===== config.mk =====
export PLATFORM = sky130hd
export DESIGN_NAME = lfp_load_fastpath
export DESIGN_NICKNAME = d
export VERILOG_FILES = /design/src/rtl/lfp_pkg.sv /design/src/rtl/lfp_cache_arrays.sv /design/src/rtl/lfp_store_buf.sv /design/src/rtl/lfp_load_align.sv /design/src/rtl/lfp_fast_select.sv /design/src/rtl/lfp_load_fastpath.sv
export SDC_FILE = /design/constraint.sdc
export NUM_CORES = 2
export LEC_CHECK = 0
export ABC_AREA = 1
export ABC_CLOCK_PERIOD_IN_PS = 7700
export BUFFER_PORTS_ARGS = -buffer_cell sky130_fd_sc_hd__buf_4
export CORE_MARGIN = 4
export CORE_UTILIZATION = 31
export DETAILED_ROUTE_END_ITERATION = 8
export GPL_TIMING_DRIVEN = 1
export MAX_ROUTING_LAYER = met4
export SLEW_MARGIN = 0
export SYNTH_ARGS = -nofsm -noshare
export SYNTH_HDL_FRONTEND = slang
export SYNTH_SLANG_ARGS = --single-unit
export TNS_END_PERCENT = 1

===== constraint.sdc =====
create_clock -name clk -period 7.7 [get_ports clk]
set_input_delay 0.77 -clock clk [delete_from_list [all_inputs] [get_ports clk]]
set_output_delay 0.77 -clock clk [all_outputs]
set_load 0.02 [all_outputs]

===== src/rtl/lfp_pkg.sv =====
package lfp_pkg;
  typedef enum logic [1:0] {
    SZ_BYTE  = 2'd0,
    SZ_HALF  = 2'd1,
    SZ_WORD  = 2'd2,
    SZ_DWORD = 2'd3
  } lfp_size_e;

  localparam int unsigned LINE_BYTES = 8;
  localparam int unsigned LINE_OFF_W = 3;
  localparam int unsigned WORD_BITS  = 64;
endpackage


===== src/rtl/lfp_cache_arrays.sv =====
module lfp_cache_arrays #(
  parameter int unsigned INDEX_W = 4,
  parameter int unsigned TAG_W   = 25,
  parameter int unsigned DATA_W  = 64
) (
  input  logic               clk,
  input  logic               rst,
  input  logic [INDEX_W-1:0] rd_index,
  output logic               rd_valid,
  output logic [TAG_W-1:0]   rd_tag,
  output logic [DATA_W-1:0]  rd_data,
  input  logic               wr_en,
  input  logic               wr_inv,
  input  logic [INDEX_W-1:0] wr_index,
  input  logic [TAG_W-1:0]   wr_tag,
  input  logic [DATA_W-1:0]  wr_data
);
  localparam int unsigned SETS = 1 << INDEX_W;

  logic [TAG_W-1:0]  tag_mem  [SETS];
  logic [DATA_W-1:0] data_mem [SETS];
  logic [SETS-1:0]   line_ok;

  // Tag and data: plain synchronous RAMs, read-first, no reset.
  always_ff @(posedge clk) begin
    if (wr_en) begin
      tag_mem[wr_index]  <= wr_tag;
      data_mem[wr_index] <= wr_data;
    end
    rd_tag  <= tag_mem[rd_index];
    rd_data <= data_mem[rd_index];
  end

  // Valid bits live in flops so reset can clear them.
  always_ff @(posedge clk) begin
    if (rst) begin
      line_ok  <= '0;
      rd_valid <= 1'b0;
    end else begin
      rd_valid <= line_ok[rd_index];
      if (wr_inv)     line_ok[wr_index] <= 1'b0;
      else if (wr_en) line_ok[wr_index] <= 1'b1;
    end
  end
endmodule


===== src/rtl/lfp_store_buf.sv =====
module lfp_store_buf #(
  parameter int unsigned DEPTH = 4,
  parameter int unsigned KEY_W = 29
) (
  input  logic             clk,
  input  logic             rst,
  input  logic             push,
  input  logic [KEY_W-1:0] push_key,
  input  logic             pop,
  input  logic [KEY_W-1:0] probe_key,
  output logic             probe_hit,
  output logic             full
);
  localparam int unsigned PTR_W = (DEPTH > 1) ? $clog2(DEPTH) : 1;
  localparam logic [PTR_W-1:0] LAST = PTR_W'(DEPTH - 1);

  logic [KEY_W-1:0] key_q [DEPTH];
  logic [DEPTH-1:0] busy_q;
  logic [PTR_W-1:0] head_q, tail_q;
  logic [DEPTH-1:0] match;
  logic             do_push, do_pop;

  assign full    = busy_q[tail_q];
  assign do_push = push && !full;
  assign do_pop  = pop && busy_q[head_q];

  always_ff @(posedge clk) begin
    if (rst) begin
      busy_q <= '0;
      head_q <= '0;
      tail_q <= '0;
    end else begin
      if (do_pop) begin
        busy_q[head_q] <= 1'b0;
        head_q         <= (head_q == LAST) ? '0 : head_q + 1'b1;
      end
      if (do_push) begin
        busy_q[tail_q] <= 1'b1;
        tail_q         <= (tail_q == LAST) ? '0 : tail_q + 1'b1;
      end
    end
  end

  always_ff @(posedge clk) begin
    if (do_push) key_q[tail_q] <= push_key;
  end

  for (genvar g = 0; g < DEPTH; g++) begin : g_probe
    assign match[g] = busy_q[g] && (key_q[g] == probe_key);
  end
  assign probe_hit = |match;
endmodule


===== src/rtl/lfp_load_align.sv =====
// General normal-path aligner: any size, any offset within the line.
module lfp_load_align
  import lfp_pkg::*;
(
  input  logic [WORD_BITS-1:0]  word,
  input  logic [LINE_OFF_W-1:0] off,
  input  logic [1:0]            size,
  input  logic                  sgn,
  output logic [WORD_BITS-1:0]  value,
  output logic                  crosses
);
  logic [WORD_BITS-1:0] shifted;
  logic [3:0]           nbytes;
  logic [3:0]           end_byte;
  lfp_size_e            sz;

  assign sz       = lfp_size_e'(size);
  assign shifted  = word >> {off, 3'b000};
  assign nbytes   = 4'd1 << size;
  assign end_byte = {1'b0, off} + nbytes;
  assign crosses  = end_byte > 4'd8;

  always_comb begin
    unique case (sz)
      SZ_BYTE:  value = {{56{sgn & shifted[7]}},  shifted[7:0]};
      SZ_HALF:  value = {{48{sgn & shifted[15]}}, shifted[15:0]};
      SZ_WORD:  value = {{32{sgn & shifted[31]}}, shifted[31:0]};
      default:  value = shifted;
    endcase
  end
endmodule


===== src/rtl/lfp_fast_select.sv =====
// Narrow early-path selector: aligned 32/64-bit only.
module lfp_fast_select
  import lfp_pkg::*;
(
  input  logic [WORD_BITS-1:0]  word,
  input  logic [LINE_OFF_W-1:0] off,
  input  logic [1:0]            size,
  input  logic                  sgn,
  output logic                  eligible,
  output logic [WORD_BITS-1:0]  value
);
  logic [31:0] half_sel;
  lfp_size_e   sz;

  assign sz       = lfp_size_e'(size);
  assign half_sel = off[2] ? word[63:32] : word[31:0];

  always_comb begin
    eligible = 1'b0;
    value    = word;
    if (sz == SZ_DWORD) begin
      eligible = (off == 3'd0);
    end else if (sz == SZ_WORD) begin
      eligible = (off[1:0] == 2'd0);
      value    = sgn ? {{32{half_sel[31]}}, half_sel} : {32'd0, half_sel};
    end
  end
endmodule


===== src/rtl/lfp_load_fastpath.sv =====
module lfp_load_fastpath
  import lfp_pkg::*;
#(
  parameter int unsigned ADDR_W   = 32,
  parameter int unsigned SETS     = 16,
  parameter int unsigned SB_DEPTH = 4
) (
  input  logic              clk,
  input  logic              rst,
  input  logic              req_valid,
  input  logic [ADDR_W-1:0] req_addr,
  input  logic [1:0]        req_size,
  input  logic              req_signed,
  input  logic              req_mmio,
  input  logic              fill_we,
  input  logic              fill_inv,
  input  logic [ADDR_W-1:0] fill_addr,
  input  logic [63:0]       fill_data,
  input  logic              st_push,
  input  logic [ADDR_W-1:0] st_addr,
  input  logic              st_drain,
  output logic              st_full,
  output logic              early_valid,
  output logic [63:0]       early_data,
  output logic              ex3_valid,
  output logic [63:0]       ex3_data,
  output logic              ex3_replay
);
  localparam int unsigned INDEX_W = $clog2(SETS);
  localparam int unsigned TAG_LO  = LINE_OFF_W + INDEX_W;
  localparam int unsigned TAG_W   = ADDR_W - TAG_LO;
  localparam int unsigned KEY_W   = ADDR_W - LINE_OFF_W;

  // EX2 stage registers
  logic              s2_valid;
  logic [ADDR_W-1:0] s2_addr;
  logic [1:0]        s2_size;
  logic              s2_signed;
  logic              s2_mmio;

  // Array read results (arrive in EX2)
  logic                 arr_valid;
  logic [TAG_W-1:0]     arr_tag;
  logic [WORD_BITS-1:0] arr_data;

  // EX2 combinational
  logic                 s2_hit, s2_hazard, fast_ok, s2_cross, early_go;
  logic [WORD_BITS-1:0] fast_value, norm_value;

  // Normal path stage toward EX3
  logic                 s3_valid, s3_replay;
  logic [WORD_BITS-1:0] s3_data;

  lfp_cache_arrays #(
    .INDEX_W(INDEX_W), .TAG_W(TAG_W), .DATA_W(WORD_BITS)
  ) u_arrays (
    .clk      (clk),
    .rst      (rst),
    .rd_index (req_addr[TAG_LO-1:LINE_OFF_W]),
    .rd_valid (arr_valid),
    .rd_tag   (arr_tag),
    .rd_data  (arr_data),
    .wr_en    (fill_we),
    .wr_inv   (fill_inv),
    .wr_index (fill_addr[TAG_LO-1:LINE_OFF_W]),
    .wr_tag   (fill_addr[ADDR_W-1:TAG_LO]),
    .wr_data  (fill_data)
  );

  lfp_store_buf #(
    .DEPTH(SB_DEPTH), .KEY_W(KEY_W)
  ) u_stbuf (
    .clk       (clk),
    .rst       (rst),
    .push      (st_push),
    .push_key  (st_addr[ADDR_W-1:LINE_OFF_W]),
    .pop       (st_drain),
    .probe_key (s2_addr[ADDR_W-1:LINE_OFF_W]),
    .probe_hit (s2_hazard),
    .full      (st_full)
  );

  lfp_fast_select u_fast (
    .word     (arr_data),
    .off      (s2_addr[LINE_OFF_W-1:0]),
    .size     (s2_size),
    .sgn      (s2_signed),
    .eligible (fast_ok),
    .value    (fast_value)
  );

  lfp_load_align u_norm (
    .word    (arr_data),
    .off     (s2_addr[LINE_OFF_W-1:0]),
    .size    (s2_size),
    .sgn     (s2_signed),
    .value   (norm_value),
    .crosses (s2_cross)
  );

  always_ff @(posedge clk) begin
    if (rst) begin
      s2_valid <= 1'b0;
    end else begin
      s2_valid <= req_valid;
    end
    s2_addr   <= req_addr;
    s2_size   <= req_size;
    s2_signed <= req_signed;
    s2_mmio   <= req_mmio;
  end

  assign s2_hit   = arr_valid && (arr_tag == s2_addr[ADDR_W-1:TAG_LO]);
  assign early_go = s2_valid && s2_hit && !s2_mmio && !s2_hazard && fast_ok;

  // EX2 -> registered early result, and normal path into its EX3 pipe
  always_ff @(posedge clk) begin
    if (rst) begin
      early_valid <= 1'b0;
      s3_valid    <= 1'b0;
      s3_replay   <= 1'b0;
    end else begin
      early_valid <= early_go;
      s3_valid    <= s2_valid;
      s3_replay   <= s2_valid && (!s2_hit || s2_mmio || s2_hazard || s2_cross);
    end
    early_data <= fast_value;
    s3_data    <= norm_value;
  end

  always_ff @(posedge clk) begin
    if (rst) begin
      ex3_valid  <= 1'b0;
      ex3_replay <= 1'b0;
    end else begin
      ex3_valid  <= s3_valid;
      ex3_replay <= s3_replay;
    end
    ex3_data <= s3_data;
  end
endmodule


-- Yosys cells after proc, flatten, opt, wreduce, memory -nomap -nowiden
Memories as Yosys holds them, arrays and structs flattened. A register that Yosys moved wholly into a read port is not among the register bits.
Cells that the tools add are included.
- register bits: 259
- RAM bits: 1540
- output and inout port bits: 132
- memories: 3
- $add $sub $neg: 3
- $lt $le $gt $ge: 8
- equal/unequal tests: 10
- shift operators: 2
- multiplexer cells: 30
- bitwise gates (word level): 9
- reductions and logical operators: 27
- memory list (memory ; words ; bits a word ; rd ports ; clocked after memory_dff ; wr ports ; line ; RTL):
    u_arrays.data_mem ; 16 ; 64 ; 1 ; 1 ; 1 ; lfp_cache_arrays.sv:21 ; logic [DATA_W-1:0] data_mem [SETS];
    u_arrays.tag_mem ; 16 ; 25 ; 1 ; 1 ; 1 ; lfp_cache_arrays.sv:20 ; logic [TAG_W-1:0] tag_mem [SETS];
    u_stbuf.key_q ; 4 ; 29 ; 4 ; 0 ; 1 ; lfp_store_buf.sv:17 ; logic [KEY_W-1:0] key_q [DEPTH];
- operator list (operator ; number):
    $mux 64 ; 3
    $pmux 64 s3 ; 1
    $eq 29x29->1 ; 4
    $shr 64x6->64 ; 1
    $mux 16 ; 2
    $mux 32 ; 1
    $eq 25x25->1 ; 1
    $and 16x16->16 ; 1
    $not 16->16 ; 1
    $or 16x16->16 ; 1
    $logic_and 1x1->1 ; 15
    $mux 1 ; 12
    $mux 4 ; 3
    $lt 4x5->1 const B ; 2
    $eq 2x2->1 const B ; 4
    $lt 2x3->1 const B ; 2
    $add 2x1->2 const B ; 2
    $add 3x4->4 ; 1
    $and 4x4->4 ; 1
    $bmux 1 s2 ; 2
    $bmux 1 s4 ; 1
    $demux 1 s2 ; 2
    $demux 1 s4 ; 1
    $ge 2x1->1 const B ; 2
    other kinds (14) ; 23

-- Logic depth before layout (Yosys ltp)
- depth after elaboration: 10
- mapped depth: 15
- gate-level depth less buffers: 14

-- Hierarchy
A second synthesis with hierarchy kept.
- cell total of the unflattened synthesis: 6139
- area total of the unflattened synthesis: 73037.5 µm²
- by module, submodules not included (module ; instances ; cells each ; area each (µm²)):
    lfp_cache_arrays ; 1 ; 4362 ; 58548.7
    lfp_store_buf ; 1 ; 714 ; 6049.6
    lfp_load_fastpath ; 1 ; 369 ; 5241.3
    lfp_load_align ; 1 ; 507 ; 2433.6
    lfp_fast_select ; 1 ; 187 ; 764.5

-- Worst setup path before layout
No wires, ideal clock.
- kind: input-to-reg
- start point: in fill_we
- end point: reg (tool-made name)
- arrival time: 7.592 ns
- data required time: 7.602 ns
- slack: 0.011 ns
- stages on the path: 4
- cell sequence: inv_1 -> nor3_1 -> o21ai_0 -> a31oi_1
- RTL lines (item ; line ; RTL):
    start: declaration ; lfp_load_fastpath.sv:15 ; input logic fill_we,

-- Final worst setup path
- start point: reg s2_addr[0]
- end point: reg s3_data[20]
- longest elaborated chain between the ends: 3
- elaborated cells on any way between the ends: 4
- those cells by class: shift: 1; mux: 1; bitwise: 2
- ends and longest elaborated chain (item ; line ; RTL):
    start: declaration ; lfp_load_fastpath.sv:36 ; logic [ADDR_W-1:0] s2_addr;
    start signal: assignment ; lfp_load_fastpath.sv:107 ; s2_addr <= req_addr;
    $shr 64x6->64 (*) ; lfp_load_align.sv:18 ; assign shifted = word >> {off, 3'b000};
    $and 1x1->1 (on tied branches) ; lfp_load_align.sv:26, lfp_load_align.sv:25 ;
    $pmux 64 s3 (*) ; lfp_load_align.sv:24 ; unique case (sz)
    net norm_value[20] ; lfp_load_fastpath.sv:48 ; logic [WORD_BITS-1:0] fast_value, norm_value;
    end signal: assignment ; lfp_load_fastpath.sv:128 ; s3_data <= norm_value;
    end: declaration ; lfp_load_fastpath.sv:52 ; logic [WORD_BITS-1:0] s3_data;
The timed path passes the listed nets; every way through them passes the cells marked *.
A chain may end at the register's enable or synchronous reset.

==> metrics.log <==
INFO  metric run_status = finished clean
INFO  metric fin_crit_sh = 48.2%
INFO  metric hpwlAfterDp = 117000 µm
INFO  metric synth_cell_type_count = 44
INFO  metric slew_headroom = 21.2%
INFO  metric crit_family = simple AND/OR/NAND/NOR gates
INFO  metric detail_route.wirelength = 210000 µm
INFO  metric postSynthRegisterBits = 1888
INFO  metric worstSkewPairLatency = 0.82 ns
INFO  metric cellLeakagePower = 28.2 nW
INFO  metric synth_ff_type = sky130_fd_sc_hd__edfxtp_1
INFO  metric worst-endpoint-arrival = 4.42 ns
INFO  metric setup_tns = 0 ns
INFO  metric cpMaxStageDelayCell = sky130_fd_sc_hd__nand3_1
INFO  metric count_of_tritonroute_iterations_in_the_first_routing_pass = 5
INFO  metric vdd.ir_drop.worst = 232 µV
INFO  metric ant_nets = 0
INFO  metric crit_required = 8.41 ns
INFO  metric crit_path_max_fanout = 90
INFO  metric row_count = 175
INFO  metric final_net_count = 5897
INFO  metric netlist_instances = 5513
INFO  metric syn_avg_cell_area = 12.9 µm²
INFO  metric layout-drive-gt1-share = 12.0%
INFO  metric layout_stage_area_growth_over_the_synthesis_result = 16.2%
INFO  metric timing.hold.worst.class = in2reg
INFO  metric grtUsageTotal = 17.5%
INFO  metric postCtsHoldBufs = 12
INFO  metric critical_path.cell_chain = buf_4 > inv_4 > o21ai_1 > o21ai_1 > mux2i_1 > nand3_1 > nand2_2 > inv_4 > o21ai_0
INFO  metric finish.instance_area = 82700 µm²
INFO  metric cell_area_placed = 76300 µm²
INFO  metric first_global_vias = 43600
INFO  metric grt_overflow_total = 0
INFO  metric timing.critical_path.slowest_cell_delay = 0.88 ns
INFO  metric cts_setup_buffers = 0
INFO  metric timing.final.crit_period = 3.71 ns
INFO  metric worst_setup_path_start_kind = register
INFO  metric critical_path.endpoint_type = register
INFO  metric gp_routability_congestion = 0.930
INFO  metric h-tree-depth = 4
INFO  metric worst_setup_hold_path_clk_slew = 0.07 ns
INFO  metric detail_route.vias_per_cell = 5.17
INFO  metric finalSetupViolCount = 0
INFO  metric ios = 303
INFO  metric design.core.area = 228000 µm²
INFO  metric max_freq = 270 MHz
INFO  metric antenna_found_initial = 41
INFO  metric cts-resized-gates = 0
INFO  metric die_height = 487 µm
INFO  metric cts-buffers-inserted = 187
INFO  metric max_cap_violations = 0
INFO  metric drt_first_iter_violations = 5188
INFO  metric tritoncts = done
INFO  metric clkSinkCount = 1888
INFO  metric post-route-drc-count = 0
INFO  metric ctsRootBufferMaster = sky130_fd_sc_hd__clkbuf_16
INFO  metric sequential_cell_area_fraction_in_the_yosys_report = 74.7%
INFO  metric multiInputGateArea = 15800 µm²
INFO  metric synth-async-reset-ratio = 0%
INFO  metric start_util = 31.2%
INFO  metric post_synth_instance_area = 71200 µm²
INFO  metric detail_route.wl_per_cell = 23.6 µm
INFO  metric class_of_the_most_critical_setup_path = reg2reg
INFO  metric num-fill-cells = 21600
INFO  metric global_route_wire_length_before_repair = 301000 µm
INFO  metric ff_latch_area = 53200 µm²
INFO  metric chipWidth = 487 µm
INFO  metric slew_viol_final = 0
INFO  metric grt_start_max_net_pins = 233
INFO  metric cp.buffers_inverters = 3
INFO  metric yosysWarningCount = 0
INFO  metric postSynthNetCount = 5695
INFO  metric synth_edf_count = 1540
INFO  metric clk_path_buf_depth = 3
INFO  metric rsz_0062_raised_after_global_routing = false
INFO  metric pwr_per_cell_area = 272 nW/µm²
INFO  metric design_power_total = 0.0225 W
INFO  metric detailroute.via_count = 46000
INFO  metric placement.io_buffers = 296
INFO  metric worst_margin_slew = 1.18 ns
INFO  metric hold_viol_final = 0
INFO  metric fin_worst_skew = 0.0454 ns
INFO  metric die_outline_area = 237000 µm²
flip-flops by register name, indices dropped and copies added, names as in the netlist, named ones only:
| signal | count |
|---|---|
| u_arrays.rd_tag | 25 |
| u_stbuf.head_q | 2 |
| u_arrays.rd_valid | 1 |
| ex3_replay | 1 |
| s2_signed | 1 |
| early_data | 64 |
| early_valid | 1 |
| s2_mmio | 1 |
| u_stbuf.busy_q | 4 |
| s2_valid | 1 |
| s2_size | 2 |
| s3_valid | 1 |
| u_arrays.tag_mem | 400 |
| u_arrays.rd_data | 64 |
| s3_replay | 1 |
| u_arrays.data_mem | 1024 |
| u_stbuf.key_q | 116 |
| ex3_valid | 1 |
| s2_addr | 32 |
| ex3_data | 64 |
| s3_data | 64 |
| u_stbuf.tail_q | 2 |
path summary, 6_finish.rpt:
kind / start / to / slack [ns] / cells after the start
worst max-delay path: s2_addr[0]$_DFF_P_ / s3_data[20]$_DFF_P_ / 3.99 / 9
worst min-delay path: req_addr[13] / s2_addr[13]$_DFF_P_ / 0.06 / 1
worst max register to register: s2_addr[0]$_DFF_P_ / s3_data[20]$_DFF_P_ / 3.99 / 9
worst min register to register: s3_data[22]$_DFF_P_ / ex3_data[22]$_DFF_P_ / 0.32 / 0
cell usage after synthesis (13+ instances only):
| cell | n | area [µm²] |
|---|---|---|
| sky130_fd_sc_hd__buf_4 | 31 | 233 |
| sky130_fd_sc_hd__buf_1 | 19 | 71.3 |
| sky130_fd_sc_hd__o22ai_1 | 78 | 488 |
| sky130_fd_sc_hd__clkbuf_1 | 255 | 957 |
| sky130_fd_sc_hd__nand3_1 | 140 | 701 |
| sky130_fd_sc_hd__nor2_1 | 858 | 3220 |
| sky130_fd_sc_hd__nand3_2 | 21 | 210 |
| sky130_fd_sc_hd__edfxtp_1 | 1540 | 46200 |
| sky130_fd_sc_hd__a31oi_1 | 17 | 106 |
| sky130_fd_sc_hd__nand2_1 | 518 | 1940 |
| sky130_fd_sc_hd__dfxtp_1 | 348 | 6970 |
| sky130_fd_sc_hd__o221ai_1 | 297 | 2600 |
| sky130_fd_sc_hd__a21oi_1 | 21 | 105 |
| sky130_fd_sc_hd__o211ai_1 | 80 | 601 |
| sky130_fd_sc_hd__o21ai_0 | 922 | 4610 |
| sky130_fd_sc_hd__inv_1 | 188 | 706 |
| sky130_fd_sc_hd__xnor2_1 | 28 | 245 |
| sky130_fd_sc_hd__buf_2 | 47 | 235 |
| sky130_fd_sc_hd__o21ai_1 | 13 | 65.1 |
logic make-up after synthesis:
logic type | Yosys count | share of synthesized area [%]
AO/OA/AOI/OAI | 1457 | 12.5
XOR/XNOR | 37 | 0.455
adder cells (fa/ha/maj) | 11 | 0.193
buffers and inverters | 558 | 3.31
flip-flops | 1888 | 74.7
multiplexers | 4 | 0.0562
AND/OR/NAND/NOR | 1558 | 8.74
stage by stage:
step | hold slack (ns) | util [%] | std cells | setup slack [ns]
finish | 0.0635 | 36.3 | 8907 | 3.99
global route | 0.0209 | 36.3 | 8902 | 3.77
CTS | 0.00318 | 36.3 | 8883 | 4.12
detailed placement | 0.312 | 33.5 | 8523 | 3.74
global placement | 0.314 | 33.5 | 8523 | 3.73
floorplan | 0.310 | - | 5513 | 0.0108
power by group:
part,total [W],switching [W],internal (W)
combinational,0.00162,0.00113,0.000484
clock,0.00916,0.00389,0.00527
sequential,0.0117,0.000234,0.0114
worst register-to-register path, stage by stage, from the launching register on:
cell and delay, ns:
sky130_fd_sc_hd__dfxtp_2 0.31, sky130_fd_sc_hd__buf_4 0.68, sky130_fd_sc_hd__inv_4 0.35, sky130_fd_sc_hd__o21ai_1 0.26, sky130_fd_sc_hd__o21ai_1 0.08, sky130_fd_sc_hd__mux2i_1 0.30
sky130_fd_sc_hd__nand3_1 0.88, sky130_fd_sc_hd__nand2_2 0.37, sky130_fd_sc_hd__inv_4 0.20, sky130_fd_sc_hd__o21ai_0 0.19
routing by layer:
metal  part of all wire (%)  vias up  wire length [µm]  track usage [%]
met4                    3.1        0              6420             5.70
met2                     48     1944            100000             27.6
met3                    7.6      332             16100             3.40
met1                     42    23000             87200             22.7
li1                       -    20700                 -                -
met5                      0        -                 0                -
cells in the final DEF, fill, tap and decap left out, types with 21 or more instances in the layout:
cell type	count
sky130_fd_sc_hd__edfxtp_1	1540
sky130_fd_sc_hd__o21ai_0	922
sky130_fd_sc_hd__nor2_1	841
sky130_fd_sc_hd__nand2_1	517
sky130_fd_sc_hd__buf_4	353
sky130_fd_sc_hd__dfxtp_1	346
sky130_fd_sc_hd__o221ai_1	297
sky130_fd_sc_hd__clkbuf_16	191
sky130_fd_sc_hd__inv_1	187
sky130_fd_sc_hd__nand3_1	140
sky130_fd_sc_hd__o211ai_1	80
sky130_fd_sc_hd__o22ai_1	78
sky130_fd_sc_hd__clkbuf_1	54
sky130_fd_sc_hd__clkinv_2	29
sky130_fd_sc_hd__xnor2_1	28
sky130_fd_sc_hd__diode_2	24
sky130_fd_sc_hd__clkinv_1	23
sky130_fd_sc_hd__nand3_2	21
sky130_fd_sc_hd__a21oi_1	21
cell type report:
class / count / share of cell area, %
Sequential cell: 1888 / 64.3
Multi-Input combinational cell: 3067 / 19.0
Clock buffer: 260 / 6.27
Tap cell: 3009 / 4.55
Timing Repair Buffer: 376 / 3.60
Clock inverter: 88 / 1.21
Inverter: 195 / 0.918
Antenna cell: 24 / 0.0726
Power figures use the tool's default switching activity.
